--- src/rtl/hdlc_tx_pkg.sv ---
package hdlc_tx_pkg;
  localparam int BYTE_W      = 8;
  localparam int CRC_W       = 16;
  localparam int SEG_W       = CRC_W;
  localparam int LEFT_W      = $clog2(SEG_W + 1);
  localparam int RUN_W       = 3;
  localparam int ABORT_SHORT = 7;
  localparam int ABORT_LONG  = 15;

  localparam logic [RUN_W-1:0] STUFF_RUN    = 3'd5;
  localparam logic [BYTE_W-1:0] FLAG_OCTET  = 8'h7E;
  localparam logic [CRC_W-1:0]  CRC_POLY_RV = 16'h8408;
  localparam logic [CRC_W-1:0]  CRC_SEED    = 16'hFFFF;

  // where the frame sequencer stands between segments
  typedef enum logic [1:0] {
    PH_IDLE  = 2'd0,
    PH_BODY  = 2'd1,
    PH_CRC   = 2'd2,
    PH_CLOSE = 2'd3
  } tx_phase_e;

  // which segment the shifter loads next
  typedef enum logic [2:0] {
    SEG_NONE    = 3'd0,
    SEG_FLAG    = 3'd1,
    SEG_MARK    = 3'd2,
    SEG_DATA    = 3'd3,
    SEG_CRC     = 3'd4,
    SEG_ABORT7  = 3'd5,
    SEG_ABORT15 = 3'd6
  } seg_e;

  typedef enum logic [1:0] {
    UR_ABORT    = 2'd0,
    UR_ABORT_X  = 2'd1,
    UR_FLAG     = 2'd2,
    UR_CRC_FLAG = 2'd3
  } urun_e;
endpackage

--- src/rtl/hdlc_tx_crc16.sv ---
module hdlc_tx_crc16
  import hdlc_tx_pkg::*;
(
  input  logic             clk,
  input  logic             rst_n,
  input  logic             init,
  input  logic             feed,
  input  logic             din,
  output logic [CRC_W-1:0] crc_q
);
  logic [CRC_W-1:0] base;
  logic [CRC_W-1:0] crc_d;
  logic             fb;

  always_comb begin
    base  = init ? CRC_SEED : crc_q;
    fb    = base[0] ^ din;
    crc_d = base;
    if (feed) begin
      crc_d = {1'b0, base[CRC_W-1:1]};
      if (fb) crc_d = crc_d ^ CRC_POLY_RV;
    end
  end

  always_ff @(posedge clk or negedge rst_n) begin
    if (!rst_n) crc_q <= CRC_SEED;
    else        crc_q <= crc_d;
  end


  crc_preset_chk: assert property (@(posedge clk) disable iff (!rst_n)
    (init && !feed) |=> (crc_q == CRC_SEED));


  crc_hold_chk: assert property (@(posedge clk) disable iff (!rst_n)
    (!init && !feed) |=> $stable(crc_q));
endmodule

--- src/rtl/hdlc_tx_eof_tag.sv ---
module hdlc_tx_eof_tag #(
  parameter int CNT_W        = 12,
  parameter bit HAS_CHAR_CNT = 1'b1
) (
  input  logic             clk,
  input  logic             rst_n,
  input  logic             load,
  input  logic             in_eof,
  input  logic             set_eof,
  input  logic             cnt_load,
  input  logic [CNT_W-1:0] cnt_preset,
  output logic             tag_eof
);
  logic pend_q;
  logic cnt_hit;

  always_ff @(posedge clk or negedge rst_n) begin
    if (!rst_n)    pend_q <= 1'b0;
    else if (load) pend_q <= 1'b0;
    else if (set_eof) pend_q <= 1'b1;
  end

  generate
    if (HAS_CHAR_CNT) begin : g_cnt
      logic [CNT_W-1:0] cnt_q;

      always_ff @(posedge clk or negedge rst_n) begin
        if (!rst_n)                      cnt_q <= '0;
        else if (cnt_load)               cnt_q <= cnt_preset;
        else if (load && (cnt_q != '0))  cnt_q <= cnt_q - CNT_W'(1);
      end

      assign cnt_hit = (cnt_q == CNT_W'(1));


      cnt_preset_chk: assert property (@(posedge clk) disable iff (!rst_n)
        cnt_load |=> (cnt_q == $past(cnt_preset)));


      cnt_step_chk: assert property (@(posedge clk) disable iff (!rst_n)
        (load && !cnt_load && (cnt_q != '0)) |=> (cnt_q == $past(cnt_q) - CNT_W'(1)));
    end else begin : g_nocnt
      assign cnt_hit = 1'b0;
    end
  endgenerate

  assign tag_eof = in_eof | set_eof | pend_q | cnt_hit;
endmodule

--- src/rtl/hdlc_tx_plan.sv ---
module hdlc_tx_plan
  import hdlc_tx_pkg::*;
(
  input  tx_phase_e   phase_q,
  input  logic        last_flag_q,
  input  logic        in_valid,
  input  logic        idle_ones,
  input  logic        crc_at_end,
  input  logic [1:0]  urun_mode,
  input  logic        tag_eof,
  output seg_e        seg_sel,
  output tx_phase_e   phase_nx,
  output logic        lf_nx,
  output logic        wants_byte,
  output logic        urun_hit
);
  tx_phase_e after_byte;

  always_comb begin
    if (!tag_eof)        after_byte = PH_BODY;
    else if (crc_at_end) after_byte = PH_CRC;
    else                 after_byte = PH_CLOSE;
  end

  always_comb begin
    seg_sel    = SEG_NONE;
    phase_nx   = phase_q;
    lf_nx      = last_flag_q;
    wants_byte = 1'b0;
    urun_hit   = 1'b0;
    unique case (phase_q)
      PH_IDLE: begin
        wants_byte = last_flag_q;
        if (last_flag_q && in_valid) begin
          seg_sel  = SEG_DATA;
          phase_nx = after_byte;
        end else if (in_valid || !idle_ones) begin
          seg_sel = SEG_FLAG;
          lf_nx   = 1'b1;
        end else begin
          seg_sel = SEG_MARK;
          lf_nx   = 1'b0;
        end
      end
      PH_BODY: begin
        wants_byte = 1'b1;
        if (in_valid) begin
          seg_sel  = SEG_DATA;
          phase_nx = after_byte;
        end else begin
          urun_hit = 1'b1;
          unique case (urun_e'(urun_mode))
            UR_ABORT: begin
              seg_sel  = SEG_ABORT7;
              phase_nx = PH_IDLE;
              lf_nx    = 1'b0;
            end
            UR_ABORT_X: begin
              seg_sel  = SEG_ABORT15;
              phase_nx = PH_IDLE;
              lf_nx    = 1'b0;
            end
            UR_FLAG: begin
              seg_sel  = SEG_FLAG;
              phase_nx = PH_IDLE;
              lf_nx    = 1'b1;
            end
            default: begin
              seg_sel  = SEG_CRC;
              phase_nx = PH_CLOSE;
            end
          endcase
        end
      end
      PH_CRC: begin
        seg_sel  = SEG_CRC;
        phase_nx = PH_CLOSE;
      end
      default: begin
        seg_sel  = SEG_FLAG;
        phase_nx = PH_IDLE;
        lf_nx    = 1'b1;
      end
    endcase
  end
endmodule

--- src/rtl/hdlc_tx_framer.sv ---
module hdlc_tx_framer
  import hdlc_tx_pkg::*;
#(
  parameter int CNT_W        = 12,
  parameter bit HAS_CHAR_CNT = 1'b1
) (
  input  logic             clk,
  input  logic             rst_n,
  input  logic             bit_tick,
  input  logic             in_valid,
  output logic             in_ready,
  input  logic [7:0]       in_data,
  input  logic             in_eof,
  input  logic             idle_ones,
  input  logic             crc_at_end,
  input  logic [1:0]       urun_mode,
  input  logic             set_eof,
  input  logic             cnt_load,
  input  logic [CNT_W-1:0] cnt_preset,
  output logic             tx_bit,
  output logic             tx_bit_en,
  output logic             tx_underrun,
  output logic             tx_frame_end
);
  logic [SEG_W-1:0]  sh_q, sh_d;
  logic [LEFT_W-1:0] left_q, left_d;
  logic              st_q, st_d;
  logic              fd_q, fd_d;
  logic [RUN_W-1:0]  ones_q, ones_d;
  tx_phase_e         phase_q, phase_d;
  logic              lf_q, lf_d;
  logic              bit_q, en_q, ur_q, fe_q;

  logic              stuff_due, slot, load;
  logic              out_bit, cur_st, feed;
  seg_e              seg_sel;
  tx_phase_e         phase_nx;
  logic              lf_nx, wants_byte, urun_hit, tag_eof;
  logic [CRC_W-1:0]  crc_q;
  logic [SEG_W-1:0]  pat;
  logic [LEFT_W-1:0] pat_len;
  logic              pat_st, pat_fd;

  assign stuff_due = (ones_q == STUFF_RUN);
  assign slot      = bit_tick && !stuff_due && (left_q == '0);
  assign in_ready  = slot && wants_byte;
  assign load      = in_ready && in_valid;

  hdlc_tx_plan u_plan (
    .phase_q     (phase_q),
    .last_flag_q (lf_q),
    .in_valid    (in_valid),
    .idle_ones   (idle_ones),
    .crc_at_end  (crc_at_end),
    .urun_mode   (urun_mode),
    .tag_eof     (tag_eof),
    .seg_sel     (seg_sel),
    .phase_nx    (phase_nx),
    .lf_nx       (lf_nx),
    .wants_byte  (wants_byte),
    .urun_hit    (urun_hit)
  );

  hdlc_tx_eof_tag #(
    .CNT_W        (CNT_W),
    .HAS_CHAR_CNT (HAS_CHAR_CNT)
  ) u_tag (
    .clk        (clk),
    .rst_n      (rst_n),
    .load       (load),
    .in_eof     (in_eof),
    .set_eof    (set_eof),
    .cnt_load   (cnt_load),
    .cnt_preset (cnt_preset),
    .tag_eof    (tag_eof)
  );

  hdlc_tx_crc16 u_crc (
    .clk   (clk),
    .rst_n (rst_n),
    .init  (load && (phase_q == PH_IDLE)),
    .feed  (feed),
    .din   (out_bit),
    .crc_q (crc_q)
  );

  // segment pattern, length and handling for the chosen segment
  always_comb begin
    pat     = '1;
    pat_len = LEFT_W'(1);
    pat_st  = 1'b0;
    pat_fd  = 1'b0;
    unique case (seg_sel)
      SEG_FLAG: begin
        pat     = SEG_W'(FLAG_OCTET);
        pat_len = LEFT_W'(BYTE_W);
      end
      SEG_MARK:    pat_len = LEFT_W'(BYTE_W);
      SEG_DATA: begin
        pat     = SEG_W'(in_data);
        pat_len = LEFT_W'(BYTE_W);
        pat_st  = 1'b1;
        pat_fd  = 1'b1;
      end
      SEG_CRC: begin
        pat     = ~crc_q;
        pat_len = LEFT_W'(CRC_W);
        pat_st  = 1'b1;
      end
      SEG_ABORT7:  pat_len = LEFT_W'(ABORT_SHORT);
      SEG_ABORT15: pat_len = LEFT_W'(ABORT_LONG);
      default: ;
    endcase
  end

  // one line bit per tick: stuffed zero, current segment, or a new segment
  always_comb begin
    sh_d    = sh_q;
    left_d  = left_q;
    st_d    = st_q;
    fd_d    = fd_q;
    ones_d  = ones_q;
    phase_d = phase_q;
    lf_d    = lf_q;
    out_bit = bit_q;
    cur_st  = 1'b0;
    feed    = 1'b0;
    if (bit_tick) begin
      if (stuff_due) begin
        out_bit = 1'b0;
        ones_d  = '0;
      end else begin
        if (left_q != '0) begin
          out_bit = sh_q[0];
          sh_d    = {1'b1, sh_q[SEG_W-1:1]};
          left_d  = left_q - LEFT_W'(1);
          cur_st  = st_q;
          feed    = fd_q;
        end else begin
          out_bit = pat[0];
          sh_d    = {1'b1, pat[SEG_W-1:1]};
          left_d  = pat_len - LEFT_W'(1);
          st_d    = pat_st;
          fd_d    = pat_fd;
          cur_st  = pat_st;
          feed    = pat_fd;
          phase_d = phase_nx;
          lf_d    = lf_nx;
        end
        if (cur_st && out_bit) ones_d = ones_q + RUN_W'(1);
        else                   ones_d = '0;
      end
    end
  end

  always_ff @(posedge clk or negedge rst_n) begin
    if (!rst_n) begin
      sh_q    <= '1;
      left_q  <= '0;
      st_q    <= 1'b0;
      fd_q    <= 1'b0;
      ones_q  <= '0;
      phase_q <= PH_IDLE;
      lf_q    <= 1'b0;
      bit_q   <= 1'b1;
      en_q    <= 1'b0;
      ur_q    <= 1'b0;
      fe_q    <= 1'b0;
    end else begin
      sh_q    <= sh_d;
      left_q  <= left_d;
      st_q    <= st_d;
      fd_q    <= fd_d;
      ones_q  <= ones_d;
      phase_q <= phase_d;
      lf_q    <= lf_d;
      bit_q   <= out_bit;
      en_q    <= bit_tick;
      ur_q    <= slot && urun_hit;
      fe_q    <= load && tag_eof;
    end
  end

  assign tx_bit       = bit_q;
  assign tx_bit_en    = en_q;
  assign tx_underrun  = ur_q;
  assign tx_frame_end = fe_q;


  en_follows_tick_chk: assert property (@(posedge clk) disable iff (!rst_n)
    bit_tick |=> tx_bit_en);


  bit_hold_chk: assert property (@(posedge clk) disable iff (!rst_n)
    !tx_bit_en |-> $stable(tx_bit));


  ready_on_tick_chk: assert property (@(posedge clk) disable iff (!rst_n)
    in_ready |-> bit_tick);


  stuff_zero_chk: assert property (@(posedge clk) disable iff (!rst_n)
    (bit_tick && (ones_q == STUFF_RUN)) |=> !tx_bit);


  run_bound_chk: assert property (@(posedge clk) disable iff (!rst_n)
    ones_q <= STUFF_RUN);


  urun_excl_chk: assert property (@(posedge clk) disable iff (!rst_n)
    tx_underrun |-> !tx_frame_end);


  urun_in_frame_chk: assert property (@(posedge clk) disable iff (!rst_n)
    tx_underrun |-> ($past(phase_q) == PH_BODY));
endmodule

--- config.mk ---
export PLATFORM = sky130hd
export DESIGN_NAME = hdlc_tx_framer
export DESIGN_NICKNAME = d
export VERILOG_FILES = /design/src/rtl/hdlc_tx_pkg.sv /design/src/rtl/hdlc_tx_crc16.sv /design/src/rtl/hdlc_tx_eof_tag.sv /design/src/rtl/hdlc_tx_plan.sv /design/src/rtl/hdlc_tx_framer.sv
export SDC_FILE = /design/constraint.sdc
export NUM_CORES = 1
export LEC_CHECK = 0
export ABC_AREA = 1
export BUFFER_PORTS_ARGS = -buffer_cell sky130_fd_sc_hd__buf_2
export CAP_MARGIN = 20
export CORE_ASPECT_RATIO = 1.1
export CORE_MARGIN = 3
export CORE_UTILIZATION = 53
export DETAILED_ROUTE_END_ITERATION = 16
export GPL_TIMING_DRIVEN = 0
export PLACE_DENSITY = 0.76
export SLEW_MARGIN = 20
export SYNTH_ARGS = -nofsm -noshare
export SYNTH_HDL_FRONTEND = slang
export SYNTH_SLANG_ARGS = --single-unit
--- constraint.sdc ---
create_clock -name clk -period 1.8 [get_ports clk]
set_input_delay 0.36 -clock clk [delete_from_list [all_inputs] [get_ports clk]]
set_output_delay 0.36 -clock clk [all_outputs]
set_load 0.005 [all_outputs]
==> flow_metrics.tcl <==
set metrics [dict create \
    max_clock_freq_ghz 0.512 \
    ys_types 40 \
    tritoncts "built" \
    start_util_pct 55.4 \
    drt_iter0_drc 267 \
    rows 30 \
    setup_ws_ns -0.152 \
    register_area_um2 1570 \
    status "finished with violations" \
    viasPerCell 5.70 \
    yosysWarnings 0 \
    critical_path_arrival_ns 2.18 \
    syn2layout_area_growth_pct 28.2 \
    grt_first_pass_wirelength_um 14400 \
    hpwl_um 5870 \
    avgSynthCellArea_um2 7.80 \
    worstReg2RegStart "phase_q[0]$_DFFE_PN0P_" \
    syn_inst 445 \
    slowest_delay_ns 0.47 \
    synth_area_leaders "dfstp_2 24%, dfrtp_1 21%, nand2_1 10%, o21ai_0 8.7%, inv_1 5.2%" \
    finClkSkew_ns 0.00891 \
    dpl.cell_count 560 \
    drive_gt1_share_pct 36.4 \
    ys_async_sr_fraction_pct 100 \
    yosysTopAreaCellShare_pct 24.2 \
    drt-pass1-iter-count 5 \
    cp-end-kind "flip-flop" \
    synth_edf_count 0 \
    final_cells 605 \
    finalSetupViolCount 17 \
    nFillCells 476 \
    n_antenna_cell 0 \
    die_x_um 83.2 \
    port_buffers 35 \
    clk-insertion-delay-late_ns 0.35 \
    synth-main-ff-cell "dfstp_2" \
    grt_overflow 0 \
    p_leak_nw 2.07 \
    violations "negative setup slack" \
    seq_area_frac_synth_pct 45.1 \
    grt_pass1_vias 3118 \
    reg2reg_slack_ns -0.15 \
    vias 3446 \
    ys_seq_elements 61 \
    ant_nets 0 \
    die_h_um 90.9 \
    synth_area_um2 3470 \
    dpl_cell_area_um2 3750 \
    antenna_found_initial 0 \
    clk_pin_slew_ns 0.07 \
    io-pin-count 36 \
    worst_pin_slew_ns 0.770 \
    clk_path_buf_depth 2 \
    drc 0 \
    slew_viol_final 0 \
    vdd.ir_drop.worst_mv 0.666 \
    crit_required_ns 2.03 \
    drv_cap 0 \
    htree_levels 3 \
    gp_congestion 0.855 \
    synth_fp_nets 481 \
    period_minus_slack_ns 1.95 \
    core_area_um2 6270 \
    path_cells "buf_6 > nor2_2 > inv_2 > nand2_4 > inv_4 > a31oi_4 > ha_2 > inv_1 > nor2_2 > nand3_2 > xnor2_1 > o21ai_1" \
    rsz0062_at_grt "true" \
    reg2regPathDepth 12 \
    finalInstanceArea_um2 4450 \
    dieArea_um2 7560 \
    slew_headroom_pct 48.7 \
    grt_max_degree 62 \
    cts_sinks 61 \
    critical_path_class "flip-flop to flip-flop" \
    post-route-period-util_pct 108 \
    crit_path_top_delay_cell "dfrtp_2" \
    cp_max_fo 10 \
    drt_wl_total_um 9450 \
    regToRegEndpoint "left_q[4]$_DFFE_PN0P_" \
    grt_usage_pct 23.7 \
    powerDensity_nw_per_um2 1420 \
    power_mw 6.33 \
    layout.nets 556 \
    cp-start-kind "flip-flop" \
    cpMostUsedCell "nor2_2" \
    worstHoldPathType "primary input to asynchronous set/reset pin" \
    yosysTopAreaCell "dfstp_2" \
    cts_buffers 9 \
    clockRootBuffer "clkbuf_8" \
    hold_viol 0 \
    multiInputGateArea_um2 1840 \
    cts_hold_buf 0 \
    wl_per_cell_um 15.6 \
]
report_power, final:
| group | switching, mW | internal, mW |
|---|---|---|
| Sequential | 0.315 | 2.05 |
| Combinational | 1.77 | 1.15 |
| Clock | 0.546 | 0.494 |
| Total | 2.63 | 3.70 |
metal layers:
metal | wire [um] | up-vias | global-route usage, % | part of all wire, %
li1 | - | 1624 | - | -
met1 | 4030 | 1680 | 30.1 | 43
met2 | 4710 | 110 | 40.0 | 50
met3 | 434 | 32 | 4.47 | 4.6
met4 | 276 | 0 | 8.45 | 2.9
met5 | 0 | - | 0 | 0
metrics by stage:
stage	hold WS (ns)	TNS, ns	utilization, %	setup WS (ns)
final	0.0690	-1.26	71.0	-0.152
after global routing	0.134	-3.92	71.0	-0.258
after CTS	0.125	-0.346	67.2	-0.0820
after detailed placement	0.462	-5.71	59.8	-0.313
after global placement	0.461	-3.91	59.8	-0.249
after floorplan	0.0644	0	-	0.00750
cells in the final DEF, fill, tap and decap left out, types with 2 or more instances in the layout:
| cell | netlist | final |
|---|---|---|
| a21oi_1 | 22 | 21 |
| o21ai_0 | 60 | 54 |
| nand4_1 | 2 | 2 |
| o21ai_1 | 11 | 17 |
| nand3_2 | 5 | 9 |
| xnor2_1 | 2 | 2 |
| buf_4 | 3 | 25 |
| dfstp_2 | 32 | 32 |
| nor2_2 | 3 | 3 |
| inv_1 | 48 | 44 |
| ha_1 | 5 | 2 |
| clkinv_2 | 0 | 3 |
| clkbuf_8 | 0 | 9 |
| nand2_2 | 6 | 14 |
| inv_4 | 0 | 2 |
| buf_6 | 0 | 9 |
| o211ai_1 | 2 | 2 |
| o31ai_1 | 2 | 2 |
| nand3_1 | 19 | 12 |
| clkbuf_1 | 10 | 8 |
| nor3_1 | 4 | 3 |
| clkbuf_4 | 0 | 3 |
| inv_2 | 10 | 10 |
| nor2_1 | 32 | 29 |
| xor2_1 | 5 | 5 |
| nand2_1 | 97 | 84 |
| dfrtp_1 | 29 | 27 |
| a31oi_1 | 7 | 6 |
| dfrtp_2 | 0 | 2 |
| o22ai_1 | 10 | 9 |
| nor2_4 | 2 | 5 |
| buf_2 | 3 | 35 |
| nand3_4 | 0 | 3 |
| nand2_4 | 0 | 5 |
| ha_4 | 0 | 2 |
| clkbuf_2 | 0 | 2 |
sequential cells by signal (all words and copies together), names as in the netlist, 2 cells and up:
signal             cells
phase_q                2
u_crc.crc_q           16
sh_q                  15
u_tag.g_cnt.cnt_q     12
ones_q                 3
left_q                 5
worst max path at each step:
stage | start | slack [ns] | cells after the start | end
finish | phase_q[0]$_DFFE_PN0P_ | -0.15 | 12 | left_q[4]$_DFFE_PN0P_
floorplan | phase_q[0]$_DFFE_PN0P_ | 0.007 | 12 | left_q[4]$_DFFE_PN0P_
global placement | ones_q[0]$_DFFE_PN0P_ | -0.25 | 11 | u_tag.g_cnt.cnt_q[3]$_DFFE_PN0P_
detailed placement | ones_q[0]$_DFFE_PN0P_ | -0.31 | 11 | u_tag.g_cnt.cnt_q[3]$_DFFE_PN0P_
global route | ones_q[0]$_DFFE_PN0P_ | -0.26 | 12 | u_tag.g_cnt.cnt_q[2]$_DFFE_PN0P_
CTS | left_q[4]$_DFFE_PN0P_ | -0.08 | 6 | in_ready
synthesized netlist by cell type, types with 4 or more instances:
cell type and instances:
nand2_1 97, nand2_2 6, dfstp_2 32, clkbuf_1 10, nand3_1 19, ha_1 5, nor2_1 32, o22ai_1 10
a31oi_1 7, dfrtp_1 29, inv_2 10, xor2_1 5, nor3_1 4, a21oi_1 22, o21ai_1 11, nand3_2 5
o21ai_0 60, inv_1 48
cells by family after synthesis:
family,Yosys count,synth area share (%)
buffers and inverters,74,8.44
AO/OA/AOI/OAI,122,19.8
flip-flops,61,45.1
XOR/XNOR,7,1.77
AND/OR/NAND/NOR,175,22.8
adder cells (fa/ha/maj),5,1.80
multiplexers,1,0.288
what timing repair did:
item,in CTS,in global routing
pin swaps,13,17
resized for setup,43,53
cloned,1,2
buffers inserted,19,7
setup endpoints to repair,50,52
area by class of cell:
cell class	instances	share of cell area, %
repair buffers	64	9.70
flip-flops and latches	61	35.3
well taps	80	2.25
inverters	58	5.20
clock inverters	3	0.337
plain buffers	16	2.70
multi-input cells	310	41.4
clock buffers	13	3.12
worst max-delay path, delay by kind of cell, from the launching register on:
family | cells | cell delay, ns
compound gates | 2 | 0.22
xor+xnor | 1 | 0.17
fa+ha+maj | 1 | 0.21
buf+inv | 4 | 0.37
flops | 1 | 0.47
simple gates | 4 | 0.39
(Power assumes the default switching activity.)
